`config.mk`:
```
export PLATFORM = sky130hd
export DESIGN_NAME = sjit_tx
export DESIGN_NICKNAME = d
export VERILOG_FILES = /design/src/rtl/sjit_pkg.sv /design/src/rtl/sjit_phase_acc.sv /design/src/rtl/sjit_sine_rom.sv /design/src/rtl/sjit_prbs7.sv /design/src/rtl/sjit_tx.sv
export SDC_FILE = /design/constraint.sdc
export NUM_CORES = 1
export LEC_CHECK = 0
export CAP_MARGIN = 20
export CORE_MARGIN = 4
export CORE_UTILIZATION = 55
export DETAILED_ROUTE_END_ITERATION = 10
export PLACE_DENSITY = 0.73
export SLEW_MARGIN = 20
export SYNTH_ARGS = -nofsm -noshare
export SYNTH_HDL_FRONTEND = slang
export SYNTH_SLANG_ARGS = --single-unit
```
`constraint.sdc`:
```
create_clock -name clk -period 9 [get_ports clk]
set_input_delay 2.25 -clock clk [delete_from_list [all_inputs] [get_ports clk]]
set_output_delay 2.25 -clock clk [all_outputs]
set_load 0.01 [all_outputs]
```
`src/rtl/sjit_pkg.sv`:
```
package sjit_pkg;

  // Integer sine approximation over one period of 2^aw points, peak 2^(dw-1)-1.
  // Each half period uses a rational fit 16p/(5n^2-4p) with p = x(n-x).
  function automatic int sine_q(input int idx, input int aw, input int dw);
    longint n, x, p, pk, v;
    n  = longint'(1) << (aw - 1);
    x  = longint'(idx) % n;
    p  = x * (n - x);
    pk = (longint'(1) << (dw - 1)) - 1;
    v  = (pk * 16 * p) / (5 * n * n - 4 * p);
    if (longint'(idx) >= n) v = -v;
    return int'(v);
  endfunction

endpackage

```
`src/rtl/sjit_phase_acc.sv`:
```
module sjit_phase_acc #(
  parameter int W     = 32,
  parameter int OUT_W = 32
) (
  input  logic             clk,
  input  logic             rst,
  input  logic [W-1:0]     step_i,
  output logic [OUT_W-1:0] phase_o
);

  logic [W-1:0] acc;

  always_ff @(posedge clk) begin
    if (rst) acc <= '0;
    else     acc <= acc + step_i;
  end

  // Only the upper bits are brought out; callers pick how many they need.
  assign phase_o = acc[W-1 -: OUT_W];

endmodule

```
`src/rtl/sjit_sine_rom.sv`:
```
module sjit_sine_rom import sjit_pkg::*; #(
  parameter int AW = 8,
  parameter int DW = 12
) (
  input  logic                 clk,
  input  logic                 rst,
  input  logic [AW-1:0]        addr_i,
  output logic signed [DW-1:0] data_o
);

  localparam int DEPTH = 1 << AW;

  logic signed [DW-1:0] mem [DEPTH];

  initial begin
    for (int i = 0; i < DEPTH; i++) mem[i] = DW'(sine_q(i, AW, DW));
  end

  // Registered read so the table maps onto a block RAM with output register.
  always_ff @(posedge clk) begin
    if (rst) data_o <= '0;
    else     data_o <= mem[addr_i];
  end

endmodule

```
`src/rtl/sjit_prbs7.sv`:
```
module sjit_prbs7 #(
  parameter logic [6:0] SEED = 7'h01
) (
  input  logic clk,
  input  logic rst,
  input  logic adv_i,
  output logic bit_o
);

  logic [6:0] sr;

  always_ff @(posedge clk) begin
    if (rst)        sr <= SEED;
    else if (adv_i) sr <= {sr[5:0], sr[6] ^ sr[5]};
  end

  assign bit_o = sr[6];

endmodule

```
`src/rtl/sjit_tx.sv`:
```
module sjit_tx import sjit_pkg::*; #(
  parameter int         PHASE_W = 32,
  parameter int         LUT_AW  = 8,
  parameter int         SIN_W   = 12,
  parameter int         AMP_W   = 8,
  parameter logic [6:0] SEED    = 7'h01
) (
  input  logic               clk,
  input  logic               rst,
  input  logic [PHASE_W-1:0] ftw_i,
  input  logic [PHASE_W-1:0] jit_ftw_i,
  input  logic [AMP_W-1:0]   amp_i,
  output logic               ser_o,
  output logic               bit_clk_o,
  output logic               launch_o,
  output logic               trig_clk_o,
  output logic               trig_stb_o
);

  localparam int PROD_W = SIN_W + AMP_W + 1;
  // Largest product lands just under a quarter of a bit period.
  localparam int OFS_SH = PHASE_W - 2 - (SIN_W - 1) - AMP_W;

  // Shadow copies of the programmable settings
  logic [PHASE_W-1:0] ftw_sh, jftw_sh;
  logic [AMP_W-1:0]   amp_sh;

  logic [PHASE_W-1:0] main_ph;
  logic               main_wrap;
  logic [0:0]         trig_top;
  logic [LUT_AW-1:0]  lut_addr;
  logic signed [SIN_W-1:0]   sine;
  logic signed [PROD_W-1:0]  prod;
  logic signed [PHASE_W-1:0] off_ext, off_q;
  logic               mid_carry, mod_msb;
  logic               launch_nxt, trig_nxt, prbs_bit;

  // Overflow of main_ph + ftw_sh, without building the full sum.
  assign main_wrap = main_ph > ~ftw_sh;

  always_ff @(posedge clk) begin
    if (rst || main_wrap) begin
      ftw_sh  <= ftw_i;
      jftw_sh <= jit_ftw_i;
      amp_sh  <= amp_i;
    end
  end

  sjit_phase_acc #(.W(PHASE_W), .OUT_W(PHASE_W)) u_main (
    .clk(clk), .rst(rst), .step_i(ftw_sh), .phase_o(main_ph)
  );

  sjit_phase_acc #(.W(PHASE_W), .OUT_W(1)) u_clean (
    .clk(clk), .rst(rst), .step_i(ftw_sh), .phase_o(trig_top)
  );

  sjit_phase_acc #(.W(PHASE_W), .OUT_W(LUT_AW)) u_tone (
    .clk(clk), .rst(rst), .step_i(jftw_sh), .phase_o(lut_addr)
  );

  sjit_sine_rom #(.AW(LUT_AW), .DW(SIN_W)) u_rom (
    .clk(clk), .rst(rst), .addr_i(lut_addr), .data_o(sine)
  );

  // Scale the tone sample and place it in the upper phase bits.
  assign prod    = sine * $signed({1'b0, amp_sh});
  assign off_ext = PHASE_W'(prod);

  always_ff @(posedge clk) begin
    if (rst) off_q <= '0;
    else     off_q <= off_ext <<< OFS_SH;
  end

  // Top bit of main_ph + off_q: the two top bits plus the carry out of the rest.
  assign mid_carry = main_ph[PHASE_W-2:0] > ~off_q[PHASE_W-2:0];
  assign mod_msb   = main_ph[PHASE_W-1] ^ off_q[PHASE_W-1] ^ mid_carry;

  assign launch_nxt = mod_msb & ~bit_clk_o;
  assign trig_nxt   = trig_top[0] & ~trig_clk_o;

  sjit_prbs7 #(.SEED(SEED)) u_prbs (
    .clk(clk), .rst(rst), .adv_i(launch_nxt), .bit_o(prbs_bit)
  );

  always_ff @(posedge clk) begin
    if (rst) begin
      bit_clk_o  <= 1'b0;
      launch_o   <= 1'b0;
      trig_clk_o <= 1'b0;
      trig_stb_o <= 1'b0;
      ser_o      <= 1'b0;
    end else begin
      bit_clk_o  <= mod_msb;
      launch_o   <= launch_nxt;
      trig_clk_o <= trig_top[0];
      trig_stb_o <= trig_nxt;
      if (launch_nxt) ser_o <= prbs_bit;
    end
  end

endmodule

```
==> impl_metrics.env, run 1 <==
export IMPL_setup_viol=0
export IMPL_vias_per_cell=6.04
export IMPL_synth_top_area_share_pct=15.8
export IMPL_grt_overflow_total=0
export IMPL_syn_to_final_growth_pct=11.0
export IMPL_pre_cts_ws_ns=3.94
export IMPL_placed_cell_area_um2=18900
export IMPL_power_switching_fraction_pct=48.6
export IMPL_cellLeakagePower_uw=0.00871
export IMPL_fmax_mhz=198
export IMPL_hold_viol=0
export IMPL_end_kind="flip-flop"
export IMPL_hold_class="flip-flop to flip-flop"
export IMPL_firstDrtPassIters=5
export IMPL_core_area_um2=31800
export IMPL_io_pins=79
export IMPL_yosysWarnings=0
export IMPL_syn_area_um2=17800
export IMPL_synthCells=2095
export IMPL_drcViolationCount=0
export IMPL_critical_path_class="flip-flop to flip-flop"
export IMPL_rows=65
export IMPL_place_hpwl_mm=34.2
export IMPL_antenna_left=0
export IMPL_synth_async_reset_ratio_pct=0
export IMPL_synth_area_leader_cell="dfxtp_1"
export IMPL_cp_startpoint="amp_sh[1]"
export IMPL_fillers=2775
export IMPL_place_port_buffers=78
export IMPL_slew_viol_final=0
export IMPL_worst_slew_pin_slew_ns=1.13
export IMPL_utilization_pct=62.2
export IMPL_worst_ep_required_time_ns=9.42
export IMPL_instances_no_fill=2577
export IMPL_reg2reg_to="off_q[31]"
export IMPL_yosysUniqueCellTypes=93
export IMPL_post_drt_wl_per_cell_um=18.3
export IMPL_finalSetupTns_ns=0
export IMPL_ys_seq_area_share_pct=28.0
export IMPL_layout_setup_ws_ns=3.96
export IMPL_rsz0062_at_grt="no"
export IMPL_num_vias=15600
export IMPL_htree_levels=1
export IMPL_synthTopCellsByCount="nor2_1, nand2_1, ha_1, inv_1, a21oi_1"
export IMPL_grt_pass1_vias=15200
export IMPL_synth_area_leaders="dfxtp_1, ha_1, edfxtp_1, fa_1, nor2_1"
export IMPL_yosysMostFrequentCell="nor2_1"
export IMPL_clock_skew_ns=0.0349
export IMPL_max_cap_viol_count=0
export IMPL_ctsHoldBuffers=0
export IMPL_drt_wl_total_mm=47.0
export IMPL_initial_core_util_pct=56.0
export IMPL_clock_latency_ns=0.56
export IMPL_relSlewSlack_pct=24.6
export IMPL_power_density_nw_per_um2=434
export IMPL_p_clk_share_pct=12.6
export IMPL_yosys_register_bits=213
export IMPL_antenna_found_initial=0
export IMPL_crit_fanout=12
export IMPL_path_clk_slew_ns=0.07
export IMPL_final_nets=2450
export IMPL_status="finished clean"
export IMPL_seqPwrFrac_pct=19.8
export IMPL_root_buffer="clkbuf_16"
export IMPL_die_y_um=188
export IMPL_synth_ff_type="dfxtp_1"
export IMPL_final_area_um2=19800
export IMPL_crit_end="off_q[31]"
export IMPL_gp_congestion=1.01
export IMPL_cts_tree="yes"
export IMPL_period_share_pct=56.0
export IMPL_grt_first_pass_wirelength_mm=77.0
export IMPL_first_iter_violations=1359
export IMPL_post_cts_buffers=0
export IMPL_reg2reg_slack_ns=3.96
export IMPL_ir_drop_mv=0.262
export IMPL_rr_worst_depth=16
export IMPL_power_frac_comb_pct=67.6
export IMPL_cts_sinks=213
export IMPL_layout_drive_gt1_share_pct=4.62
export IMPL_synth_edf_count=72
export IMPL_grt_max_degree=100
export IMPL_dp_cells=2527
export IMPL_syn_nets=2424
export IMPL_grt_usage_pct=26.2
export IMPL_cp_arrival_ns=5.46
export IMPL_fin_crit_ns=5.04
export IMPL_power_internal_uw=4410
export IMPL_die_w_um=188
export IMPL_cts_made_buffers=27
export IMPL_die_area_um2=35300
export IMPL_avgSynthCellArea_um2=8.51
export IMPL_rr_startpoint="amp_sh[1]"
export IMPL_p_sw_uw=4180
export IMPL_cts_buffer_depth=3
export IMPL_cts_repair_resized=0
export IMPL_startpoint_type="flip-flop"
worst max-delay path: stages, from the launching register on:
cell and delay, ns:
edfxtp_1 0.60, and2_1 0.28, fa_1 0.58, inv_1 0.16, fa_1 0.56, inv_1 0.05
fa_1 0.47, inv_1 0.05, fa_1 0.52, inv_1 0.04, ha_1 0.21, or3_1 0.37
o31a_1 0.36, a211o_1 0.29, a21oi_1 0.18, xnor2_1 0.13, nor2_1 0.05
worst min-delay path by stage:
| stage | depth (start not counted) | from | endpoint | slack (ns) |
|---|---|---|---|---|
| 2_1_floorplan | 2 | u_prbs.sr[0] | u_prbs.sr[1] | 0.44 |
| 3_3_place_gp | 1 | trig_clk_o | trig_stb_o | 0.40 |
| 3_5_place_dp | 1 | trig_clk_o | trig_stb_o | 0.40 |
| 4_1_cts | 1 | trig_clk_o | trig_stb_o | 0.41 |
| 5_1_grt | 1 | trig_clk_o | trig_stb_o | 0.45 |
| 6_report | 1 | trig_clk_o | trig_stb_o | 0.41 |
cells by family (layout without fill, tap and decap cells):
kind of cell | count (synthesis) | after routing | share of synthesized area (%)
AND/OR/NAND/NOR | 681 | 681 | 18.1
AO/OA/AOI/OAI | 586 | 586 | 21.6
buffers and inverters | 266 | 312 | 5.73
adder cells (fa/ha/maj) | 255 | 255 | 21.3
flip-flops | 213 | 213 | 28.0
XOR/XNOR | 75 | 75 | 3.69
multiplexers | 19 | 19 | 1.52
other | 0 | 1 | 0
cells in the final DEF, fill, tap and decap left out, types with 9 or more instances in the layout:
master / Yosys / layout
a211oi_1: 34 / 34
a21o_1: 71 / 70
a21oi_1: 150 / 150
a221oi_1: 13 / 13
a311oi_1: 10 / 10
a31oi_1: 27 / 27
and2_1: 56 / 56
and3_1: 22 / 22
buf_4: 2 / 11
clkbuf_16: 0 / 28
clkdlybuf4s50_1: 0 / 77
dfxtp_1: 141 / 137
edfxtp_1: 72 / 72
fa_1: 81 / 81
ha_1: 174 / 174
inv_1: 172 / 172
mux2i_1: 9 / 9
nand2_1: 179 / 179
nand2b_1: 20 / 20
nand3_1: 38 / 38
nand4_1: 17 / 17
nor2_1: 209 / 209
nor2b_1: 34 / 34
nor3_1: 56 / 56
o211ai_1: 18 / 18
o21a_1: 13 / 13
o21ai_0: 110 / 110
o21ai_1: 20 / 20
o21bai_1: 11 / 11
o31ai_1: 17 / 17
or3_1: 10 / 10
xnor2_1: 39 / 39
xor2_1: 36 / 36
area by class of cell:
type                       count  area, um^2  area share (%)
tap                          435         544            2.75
inverter                     175         657            3.32
antenna                        1        2.50          0.0127
multi-input combinational   1616       11800            59.8
clock inverter                14         120           0.607
sequential                   213        4990            25.2
timing repair buffer          88         853            4.31
clock buffer                  35         787            3.98
power by group through the flow:
stage,registers [uW],logic (uW),clock network [uW]
4_1_cts,1700,5780,1110
6_report,1700,5810,1080
2_1_floorplan,1550,4580,0
5_1_grt,1740,6570,1150
3_3_place_gp,1710,5590,0
3_5_place_dp,1710,5720,0
flip-flops by register name (all words and copies together) (netlist names), 7 cells and up:
name,count
off_q,21
u_main.phase_o,32
u_tone.acc,32
u_prbs.sr,7
u_clean.acc,32
jftw_sh,32
ftw_sh,32
u_rom.data_o,12
amp_sh,8
through the flow:
| step | hold WS (ns) | power [uW] |
|---|---|---|
| after floorplan | 0.439 | 6130 |
| after global placement | 0.396 | 7290 |
| after detailed placement | 0.402 | 7440 |
| after CTS | 0.411 | 8580 |
| after global routing | 0.449 | 9450 |
| final | 0.405 | 8590 |
routing by layer:
layer	vias up	track usage (%)	routed length [um]
met5	-	0	0
met3	134	3.65	3170
met2	598	43.0	21600
li1	7491	-	-
met4	0	10.1	1930
met1	7336	35.2	20300
Power figures use the tool's default switching activity.
==> run 2: changes to the inputs <==
Settings changed: PLACE_DENSITY 0.73 to 0.76.
Clock period 9 ns to 4.47 ns, I/O delays scaled along.
==> run 2 against run 1 <==
Effect of this change:
- the run now ends with setup timing left
- largest power group unchanged
- design area is 5.0% higher
- critical path type unchanged
- clock power is 95% higher
- worst setup slack worse by 4.2 ns
- sequential share of layout area is 1.2 points lower
- die area stayed put
==> impl_metrics.env, run 2 (synthesis results as in run 1) <==
export IMPL_worst_slew_pin_slew_ns=1.08
export IMPL_firstDrtPassIters=7
export IMPL_cp_arrival_ns=5.06
export IMPL_antenna_cells=0
export IMPL_grt_usage_pct=27.6
export IMPL_worstPathCellList="buf_4 -> nand2_1 -> fa_1 -> inv_1 -> fa_1 -> fa_1 -> inv_2 -> fa_1 -> inv_2 -> ha_4 -> o21a_1 -> or2_1 -> nand4_1 -> a21oi_2 -> o31a_1 -> buf_4 -> a21o_1 -> a211oi_1 -> a2111oi_1"
export IMPL_rr_startpoint="u_rom.data_o[7]"
export IMPL_cts_made_buffers=25
export IMPL_post_drt_wl_per_cell_um=19.0
export IMPL_grt_overflow_total=0
export IMPL_final_common_cell="nor2_1"
export IMPL_status="finished with violations"
export IMPL_rows=65
export IMPL_critical_path_class="flip-flop to flip-flop"
export IMPL_grt_first_pass_wirelength_mm=81.2
export IMPL_initial_core_util_pct=56.0
export IMPL_io_pins=79
export IMPL_drt_wl_total_mm=50.7
export IMPL_final_nets=2543
export IMPL_vias_per_cell=6.09
export IMPL_min_delay_start="trig_clk_o"
export IMPL_num_vias=16300
export IMPL_fillers=2591
export IMPL_fin_crit_ns=4.67
export IMPL_first_iter_violations=1501
export IMPL_gp_congestion=1.04
export IMPL_relSlewSlack_pct=28.1
export IMPL_layout_drive_gt1_share_pct=12.0
export IMPL_crit_slowest_cell="fa_1"
export IMPL_slew_viol_final=0
export IMPL_cts_sinks=213
export IMPL_place_port_buffers=78
export IMPL_power_density_nw_per_um2=921
export IMPL_cpMostUsedCell="fa_1"
export IMPL_setup_viol=3
export IMPL_hold_class="flip-flop to flip-flop"
export IMPL_cellLeakagePower_uw=0.00915
export IMPL_drcViolationCount=0
export IMPL_clock_latency_ns=0.55
export IMPL_antenna_left=0
export IMPL_root_buffer="clkbuf_16"
export IMPL_htree_levels=1
export IMPL_end_kind="flip-flop"
export IMPL_ir_drop_mv=0.664
export IMPL_die_w_um=188
export IMPL_cts_buffer_depth=3
export IMPL_grt_max_degree=137
export IMPL_max_cap_viol_count=0
export IMPL_core_area_um2=31800
export IMPL_dp_cells=2601
export IMPL_instances_no_fill=2668
export IMPL_cts_tree="yes"
export IMPL_fmax_mhz=214
export IMPL_die_y_um=188
export IMPL_crit_fanout=5
export IMPL_hold_viol=0
export IMPL_cp_startpoint="u_rom.data_o[7]"
export IMPL_die_area_um2=35300
export IMPL_violations="setup timing"
export IMPL_syn_to_final_growth_pct=16.6
export IMPL_period_share_pct=104
export IMPL_place_hpwl_mm=36.5
export IMPL_most_common_layout_cells="nor2_1, nand2_1, ha_1, inv_1, a21oi_1"
export IMPL_worst_ep_required_time_ns=4.86
export IMPL_path_clk_slew_ns=0.07
export IMPL_rsz0062_at_grt="yes"
export IMPL_critical_path_max_stage_delay_ns=0.54
export IMPL_clock_skew_ns=0.0251
export IMPL_antenna_found_initial=0
export IMPL_grt_pass1_vias=16000
export IMPL_pre_cts_ws_ns=-0.304
export IMPL_worst_path_buf_inv=5
export IMPL_layout_setup_ws_ns=-0.200
export IMPL_cp_top_family="adder cells"
export IMPL_startpoint_type="flip-flop"
==> run 2: cell count changes in the layout (fill, tap and decap cells not counted), sizes merged <==
cell,before,now
diode,1,0
clkbuf,35,33
clkinv,10,6
inv,178,176
buf,11,106
clkinvlp,0,3
bufinv,1,3
==> run 2: repair_timing <==
item / CTS / global route
setup endpoints to repair: 5 / 7
resized for setup: 30 / 51
setup buffers: 11 / 11
pin swaps: 27 / 55
hold buffers: 0 / 0
==> run 2: where the power goes <==
group | switching [uW] | leakage (uW) | internal, uW
Sequential | 593 | 0.00190 | 2810
Combinational | 7580 | 0.00685 | 6040
Clock | 838 | 0.000409 | 1270
==> run 2: final timing paths <==
path	cells past startpoint	slack [ns]	endpoint
max reg2reg	19	-0.20	off_q[29]
min	1	0.42	trig_stb_o
min reg2reg	1	0.42	trig_stb_o
max	19	-0.20	off_q[29]
==> run 2: cell type report <==
cell class                 count  area (um^2)  share of cell area, %
multi-input combinational   1616        12100                   58.1
clock inverter                13          154                  0.741
timing repair buffer         183         1650                   7.96
clock buffer                  33          696                   3.35
sequential                   213         5000                   24.1
inverter                     175          657                   3.16
tap                          435          544                   2.62
==> run 2: worst register-to-register path: stages, from the launching register on <==
cell	delay, ns
dfxtp_2	0.41
buf_4	0.16
nand2_1	0.08
fa_1	0.54
inv_1	0.05
fa_1	0.47
fa_1	0.53
inv_2	0.04
fa_1	0.51
inv_2	0.05
ha_4	0.21
o21a_1	0.10
or2_1	0.23
nand4_1	0.11
a21oi_2	0.05
o31a_1	0.34
buf_4	0.15
a21o_1	0.17
a211oi_1	0.24
a2111oi_1	0.09
==> run 2: metal layers <==
layer | routed length [um] | GRT usage [%] | part of all wire [%]
met1 | 21200 | 35.8 | 42
met4 | 2340 | 11.0 | 4.6
met5 | 0 | 0 | 0
met3 | 3310 | 3.91 | 6.5
met2 | 23900 | 46.5 | 47
==> run 2: per-stage QoR <==
| step | hold slack (ns) | power [uW] | setup TNS, ns | utilization, % | cell area (um^2) |
|---|---|---|---|---|---|
| 6_report | 0.422 | 19100 | -0.398 | 65.3 | 20800 |
| 5_1_grt | 0.440 | 20800 | -1.29 | 65.3 | 20800 |
| 3_3_place_gp | 0.396 | 15700 | -0.546 | 61.4 | 19500 |
| 2_1_floorplan | 0.439 | 12500 | 0 | - | 17900 |
| 3_5_place_dp | 0.415 | 16100 | -0.972 | 61.4 | 19500 |
| 4_1_cts | 0.423 | 18600 | -0.170 | 64.6 | 20500 |
